### config.mk
export PLATFORM = sky130hd
export DESIGN_NAME = nand_bbt_scan
export DESIGN_NICKNAME = d
export VERILOG_FILES = /design/src/rtl/nbs_pkg.sv /design/src/rtl/nbs_clamp.sv /design/src/rtl/nbs_classify.sv /design/src/rtl/nbs_bitmap.sv /design/src/rtl/nand_bbt_scan.sv
export SDC_FILE = /design/constraint.sdc
export NUM_CORES = 1
export LEC_CHECK = 0
export BUFFER_PORTS_ARGS = -buffer_cell sky130_fd_sc_hd__clkbuf_2
export CAP_MARGIN = 0
export CORE_ASPECT_RATIO = 0.75
export CORE_UTILIZATION = 40
export CTS_BUF_LIST = sky130_fd_sc_hd__clkbuf_4
export DETAILED_ROUTE_END_ITERATION = 10
export SLEW_MARGIN = 25
export SYNTH_ARGS = -nofsm -noshare
export SYNTH_HDL_FRONTEND = slang
export SYNTH_HIERARCHICAL = 1
export SYNTH_SLANG_ARGS = --single-unit
### constraint.sdc
create_clock -name clk -period 11.95 [get_ports clk]
set_input_delay 2.39 -clock clk [delete_from_list [all_inputs] [get_ports clk]]
set_output_delay 2.39 -clock clk [all_outputs]
set_load 0.005 [all_outputs]
### src/rtl/nbs_pkg.sv
package nbs_pkg;

    localparam int SPARE_BYTES = 6;
    localparam logic [7:0] MARK_CLEAN = 8'hFF;

    // Spare byte positions that the marker rules decode
    localparam int WIDE_LO_IDX = 0;
    localparam int WIDE_HI_IDX = 1;
    localparam int SMALL_PG_IDX = 5;
    localparam int LARGE_PG_IDX = 0;

    typedef logic [SPARE_BYTES-1:0][7:0] spare_t;

    typedef enum logic [1:0] {
        ST_IDLE = 2'd0,
        ST_REQ  = 2'd1,
        ST_WAIT = 2'd2
    } scan_st_e;

    typedef enum logic [1:0] {
        PG_OTHER = 2'd0,
        PG_SMALL = 2'd1,
        PG_LARGE = 2'd2,
        PG_RSVD  = 2'd3
    } pg_kind_e;

    typedef struct packed {
        logic     bus16;
        pg_kind_e kind;
    } geo_t;

    function automatic logic byte_dirty(input logic [7:0] b);
        return b != MARK_CLEAN;
    endfunction

endpackage

### src/rtl/nbs_clamp.sv
module nbs_clamp #(
    parameter int IDX_W = 16
) (
    input  logic signed [IDX_W-1:0] first_i,
    input  logic signed [IDX_W-1:0] last_i,
    input  logic        [IDX_W-1:0] count_i,
    output logic signed [IDX_W:0]   first_o,
    output logic signed [IDX_W:0]   last_o
);
    localparam logic signed [IDX_W:0] ZERO = '0;
    localparam logic signed [IDX_W:0] ONE  = {{IDX_W{1'b0}}, 1'b1};
    localparam logic signed [IDX_W:0] NEG1 = '1;

    logic signed [IDX_W:0] f_s, l_s, c_s;

    assign f_s = {first_i[IDX_W-1], first_i};
    assign l_s = {last_i[IDX_W-1], last_i};
    assign c_s = {1'b0, count_i};

    always_comb begin
        first_o = ((f_s < ZERO) || (f_s >= c_s)) ? ZERO : f_s;
        last_o  = ((l_s == NEG1) || (l_s >= c_s)) ? (c_s - ONE) : l_s;
    end
endmodule

### src/rtl/nbs_classify.sv
module nbs_classify
    import nbs_pkg::*;
(
    input  spare_t spare_i,
    input  geo_t   geo_i,
    output logic   bad_o
);
    logic wide_bad, size_bad;

    always_comb begin
        wide_bad = geo_i.bus16 &&
                   byte_dirty(spare_i[WIDE_LO_IDX] & spare_i[WIDE_HI_IDX]);
        case (geo_i.kind)
            PG_SMALL: size_bad = byte_dirty(spare_i[SMALL_PG_IDX]);
            PG_LARGE: size_bad = byte_dirty(spare_i[LARGE_PG_IDX]);
            default:  size_bad = 1'b0;
        endcase
        bad_o = wide_bad || size_bad;
    end
endmodule

### src/rtl/nbs_bitmap.sv
module nbs_bitmap #(
    parameter int NUM_BLK = 16,
    localparam int BLK_W  = $clog2(NUM_BLK)
) (
    input  logic               clk,
    input  logic               rst,
    input  logic               wr_en,
    input  logic [BLK_W-1:0]   wr_idx,
    input  logic               wr_bad,
    output logic [NUM_BLK-1:0] known_q,
    output logic [NUM_BLK-1:0] bad_q
);
    for (genvar g = 0; g < NUM_BLK; g++) begin : g_ent
        always_ff @(posedge clk) begin
            if (rst) begin
                known_q[g] <= 1'b0;
                bad_q[g]   <= 1'b0;
            end else if (wr_en && (wr_idx == BLK_W'(g))) begin
                known_q[g] <= 1'b1;
                bad_q[g]   <= wr_bad;
            end
        end
    end

    AST_KEEP_STATE: assert property (@(posedge clk) disable iff (rst)
        !wr_en |=> (known_q == $past(known_q)) && (bad_q == $past(bad_q)));

    AST_WRITE_KNOWN: assert property (@(posedge clk) disable iff (rst)
        wr_en |=> known_q[$past(wr_idx)] && (bad_q[$past(wr_idx)] == $past(wr_bad)));

    AST_BAD_NEEDS_KNOWN: assert property (@(posedge clk) disable iff (rst)
        1'b1 |=> ((bad_q & ~known_q) == '0));
endmodule

### src/rtl/nand_bbt_scan.sv
module nand_bbt_scan
    import nbs_pkg::*;
#(
    parameter int NUM_BLK = 16,
    parameter int IDX_W   = 16,
    parameter int PPB_W   = 8,
    parameter int PAGE_W  = 24,
    localparam int BLK_W  = $clog2(NUM_BLK),
    localparam int SPW    = SPARE_BYTES * 8
) (
    input  logic                     clk,
    input  logic                     rst,
    input  logic                     start,
    input  logic signed [IDX_W-1:0]  first_blk,
    input  logic signed [IDX_W-1:0]  last_blk,
    input  logic        [IDX_W-1:0]  blk_count,
    input  logic        [PPB_W-1:0]  pages_per_blk,
    input  logic        [1:0]        pg_kind,
    input  logic                     bus16,
    output logic                     rd_req_valid,
    input  logic                     rd_req_ready,
    output logic        [PAGE_W-1:0] rd_req_page,
    input  logic                     rd_rsp_valid,
    input  logic        [SPW-1:0]    rd_rsp_data,
    input  logic                     rd_rsp_err,
    output logic                     busy,
    output logic                     done,
    output logic                     err,
    output logic        [NUM_BLK-1:0] blk_known,
    output logic        [NUM_BLK-1:0] blk_bad
);
    localparam logic signed [IDX_W:0] ZERO   = '0;
    localparam logic signed [IDX_W:0] ONE    = {{IDX_W{1'b0}}, 1'b1};
    localparam logic signed [IDX_W:0] BLK_LIM = (IDX_W+1)'(NUM_BLK);

    scan_st_e              st_q;
    geo_t                  geo_q;
    logic [PPB_W-1:0]      ppb_q;
    logic signed [IDX_W:0] idx_q, last_q;
    logic [PAGE_W-1:0]     page_q;
    logic                  done_q, err_q;

    logic signed [IDX_W:0] first_c, last_c;
    logic                  range_empty;
    logic                  blk_bad_now;
    logic                  upd_en;

    nbs_clamp #(.IDX_W(IDX_W)) u_clamp (
        .first_i (first_blk),
        .last_i  (last_blk),
        .count_i (blk_count),
        .first_o (first_c),
        .last_o  (last_c)
    );

    nbs_classify u_cls (
        .spare_i (spare_t'(rd_rsp_data)),
        .geo_i   (geo_q),
        .bad_o   (blk_bad_now)
    );

    assign range_empty = first_c > last_c;
    assign upd_en      = (st_q == ST_WAIT) && rd_rsp_valid && !rd_rsp_err;

    nbs_bitmap #(.NUM_BLK(NUM_BLK)) u_map (
        .clk     (clk),
        .rst     (rst),
        .wr_en   (upd_en),
        .wr_idx  (idx_q[BLK_W-1:0]),
        .wr_bad  (blk_bad_now),
        .known_q (blk_known),
        .bad_q   (blk_bad)
    );

    always_ff @(posedge clk) begin
        if (rst) begin
            st_q   <= ST_IDLE;
            geo_q  <= '0;
            ppb_q  <= '0;
            idx_q  <= '0;
            last_q <= '0;
            page_q <= '0;
            done_q <= 1'b0;
            err_q  <= 1'b0;
        end else begin
            done_q <= 1'b0;
            err_q  <= 1'b0;
            case (st_q)
                ST_IDLE: begin
                    if (start) begin
                        geo_q  <= '{bus16: bus16, kind: pg_kind_e'(pg_kind)};
                        ppb_q  <= pages_per_blk;
                        idx_q  <= first_c;
                        last_q <= last_c;
                        page_q <= PAGE_W'(first_c[IDX_W-1:0]) * PAGE_W'(pages_per_blk);
                        if (range_empty) done_q <= 1'b1;
                        else             st_q   <= ST_REQ;
                    end
                end
                ST_REQ: begin
                    if (rd_req_ready) st_q <= ST_WAIT;
                end
                ST_WAIT: begin
                    if (rd_rsp_valid) begin
                        if (rd_rsp_err) begin
                            err_q <= 1'b1;
                            st_q  <= ST_IDLE;
                        end else if (idx_q == last_q) begin
                            done_q <= 1'b1;
                            st_q   <= ST_IDLE;
                        end else begin
                            idx_q  <= idx_q + ONE;
                            page_q <= page_q + PAGE_W'(ppb_q);
                            st_q   <= ST_REQ;
                        end
                    end
                end
                default: st_q <= ST_IDLE;
            endcase
        end
    end

    assign rd_req_valid = (st_q == ST_REQ);
    assign rd_req_page  = page_q;
    assign busy         = (st_q != ST_IDLE);
    assign done         = done_q;
    assign err          = err_q;

    AST_REQ_HOLD: assert property (@(posedge clk) disable iff (rst)
        (rd_req_valid && !rd_req_ready) |=> (rd_req_valid && $stable(rd_req_page)));

    AST_ONE_OUTSTANDING: assert property (@(posedge clk) disable iff (rst)
        rd_rsp_valid |-> !rd_req_valid);

    AST_DONE_PULSE: assert property (@(posedge clk) disable iff (rst)
        done |=> !done);

    AST_ERR_STOPS: assert property (@(posedge clk) disable iff (rst)
        err |-> (!done && !rd_req_valid));

    AST_START_CLAMP: assert property (@(posedge clk) disable iff (rst)
        (start && !busy && (blk_count != '0)) |->
        ((first_c >= ZERO) && (first_c < $signed({1'b0, blk_count})) &&
         (last_c < $signed({1'b0, blk_count}))));

    AST_COUNT_FITS: assert property (@(posedge clk) disable iff (rst)
        (start && !busy) |-> ({1'b0, blk_count} <= BLK_LIM));

    AST_WRITE_IN_RANGE: assert property (@(posedge clk) disable iff (rst)
        upd_en |-> ((idx_q >= ZERO) && (idx_q < BLK_LIM)));
endmodule

==> flow_metrics.tcl <==
set metrics [dict create \
    start_kind "input pin" \
    grt_overflow 0 \
    syn_area_per_cell_um2 8.138 \
    synth-main-ff-cell "dfxtp_1" \
    dr_total_vias 10330 \
    final_cells 1895 \
    cts_num_sinks 105 \
    design.die.area_um2 29290 \
    synth-seq-area-share_pct 18.37 \
    synth_area_leaders "dfxtp_1 (18%), fa_1 (15%), ha_1 (12%)" \
    slowest_stage "a211oi_1" \
    regArea_um2 2102 \
    max_freq_mhz 109.8 \
    fill_cells 2834 \
    rows 53 \
    cp_num_buf_inv 5 \
    nets 1808 \
    syn_to_final_growth_pct 9.994 \
    grt_pass1_wl_mm 52.25 \
    wl_per_cell_um 16.98 \
    hold_slack_ps 468.3 \
    ir_worst_vdd_uv 67.20 \
    drive_gt1_share_pct 13.85 \
    grt.total_usage_pct 22.58 \
    synthArstFlopShare_pct 0 \
    cp.required_ps 12410 \
    grt_pass1_vias 9756 \
    critPathArrivalTime_ps 9560 \
    slew_headroom_pct 38.03 \
    reg2reg_setup_slack_ps 8800 \
    netlist_instances 1406 \
    end_kind "flip-flop" \
    port_buffers 148 \
    tightest_slew_ps 926.1 \
    gp_congestion 0.8943 \
    yosys_warnings 6 \
    initial_core_util_pct 40.79 \
    fin_util_pct 44.87 \
    antenna_found_initial 1 \
    ys_seq_elements 105 \
    p_leak_uw 0.006056 \
    synth_top_area_share_pct 18.37 \
    rsz0062_at_grt "no" \
    slowest_delay_ps 600 \
    syn_area_um2 11440 \
    drv_slew 0 \
    status "finished clean" \
    drtAntennaViolNets 0 \
    hold_viol 0 \
    cts_hold_buf 0 \
    worstHoldPathType "flip-flop to flip-flop" \
    clk_latency_ps 540 \
    finClkSkew_ps 36.87 \
    fin_setup_tns_ps 0 \
    cts_buffers 9 \
    period_share_pct 76.20 \
    cts.repair.resized 0 \
    path_class "input pin to flip-flop" \
    drc 0 \
    postCtsSetupBuffers 0 \
    grt_max_degree 82 \
    crit_top_cell "fa_1" \
    place_inst 1877 \
    dp_hpwl_mm 24.74 \
    clk_pin_slew_ps 190 \
    htreeDepth 3 \
    post_drt_via_cell_ratio 5.452 \
    finalSetupViolations 0 \
    die_h_um 148.5 \
    powerDensity_nw_per_um2 117.1 \
    root_buffer "clkbuf_4" \
    synth_top_area_cell "dfxtp_1" \
    period_minus_slack_ps 9106 \
    dr.pass1.iters 6 \
    synthDistinctLibCells 79 \
    cp_top_family "adder cells" \
    drt_iter0_drc 853 \
    core_um2 28050 \
    die_w_um 197.3 \
    cts_buffer_depth 2 \
    cts_tree "yes" \
    io_pins 173 \
    cp_max_fo 21 \
    drv_cap 0 \
    synth_edf_count 0 \
    multi_input_area_um2 8449 \
    wirelength_mm 32.17 \
]
[kinds of logic (layout without fill, tap and decap cells)]
kind of cell / count (synthesis) / count (layout) / share of synthesized area, %
compound gates: 306 / 306 / 18.06
other cells: 1 / 3 / 0.03277
simple gates: 498 / 498 / 22.38
flops: 105 / 105 / 18.37
xor+xnor: 48 / 48 / 3.674
buf+inv: 227 / 329 / 8.026
fa+ha+maj: 191 / 191 / 26.46
mux: 30 / 30 / 2.985
[power breakdown]
group	internal [uW]	total, uW	leakage [uW]	switching [uW]
registers	386	431	0.000858	44.7
clock network	69.9	216	0.0000892	147
logic	344	826	0.00511	482
total	800	1470	0.00606	673
[metrics by stage]
step | setup WS (ps) | power, uW | instance area [um2]
floorplan | 3592 | 1047 | 11450
global placement | 2274 | 1244 | 12400
detailed placement | 2174 | 1258 | 12400
CTS | 2749 | 1478 | 12570
global route | 2552 | 1615 | 12590
finish | 2844 | 1474 | 12590
[layout make-up]
cell class / count / area share, %
Multi-Input combinational cell: 1075 / 67.13
Sequential cell: 105 / 16.70
Timing Repair Buffer: 153 / 6.203
Inverter: 160 / 4.772
Tap cell: 385 / 3.827
Clock inverter: 7 / 0.8052
Clock buffer: 9 / 0.5368
Antenna cell: 1 / 0.01988
[state kept, by name (all words and copies together), names as in the netlist]
name and flops:
last_q 17, u_map/bad_q 16, ppb_q 8, u_map/known_q 16, done 1, rd_req_page 24
geo_q 3, st_q 2, idx_q 17, err 1
[placed cells by master (no fill, tap or decap), types with 25 or more instances in the layout]
master / count
dfxtp_1: 105
nor2_1: 80
inv_1: 160
nand2_1: 134
ha_1: 106
fa_1: 85
nand4_1: 25
a21oi_1: 105
nand3_1: 31
clkbuf_2: 147
and2_1: 110
and3_1: 25
o21ai_0: 47
xnor2_1: 27
[worst reg2reg max path, cell delays in order (launching register included)]
cell and delay (ps):
dfxtp_1 740, xor2_1 210, nor4_1 420, nand2_1 220
o31ai_2 290, a22oi_2 70, buf_4 380, and3_1 310
and3b_1 180, o31a_1 260
[path summary, 6_finish.rpt]
check	endpoint	cells after the start	from
min reg2reg	u_map/known_q[15]	2	u_map/known_q[15]
max	rd_req_page[21]	26	blk_count[11]
min	u_map/known_q[15]	2	u_map/known_q[15]
max reg2reg	rd_req_page[21]	9	idx_q[0]
[cell usage after synthesis (all sizes together), types with 12 or more instances]
cell type / instances
xor2: 21
a21o: 24
xnor2: 27
and3: 26
nand3: 31
o21a: 13
a32o: 15
and2: 111
mux2i: 18
nand2: 135
nand4: 25
nor3: 23
clkbuf: 47
dfxtp: 105
a211oi: 20
ha: 106
mux2: 12
nand2b: 21
nor2: 82
o21ai: 50
fa: 85
a21oi: 106
buf: 20
inv: 160
nor2b: 12
[metal layers]
layer | vias to the layer above | wire, um | track usage [%]
li1 | 4999 | - | -
met1 | 5042 | 16000 | 33.52
met2 | 267 | 13940 | 34.31
met3 | 24 | 1839 | 3.810
met4 | 0 | 384 | 4.147
met5 | - | 0 | 0
(Power assumes the default switching activity.)
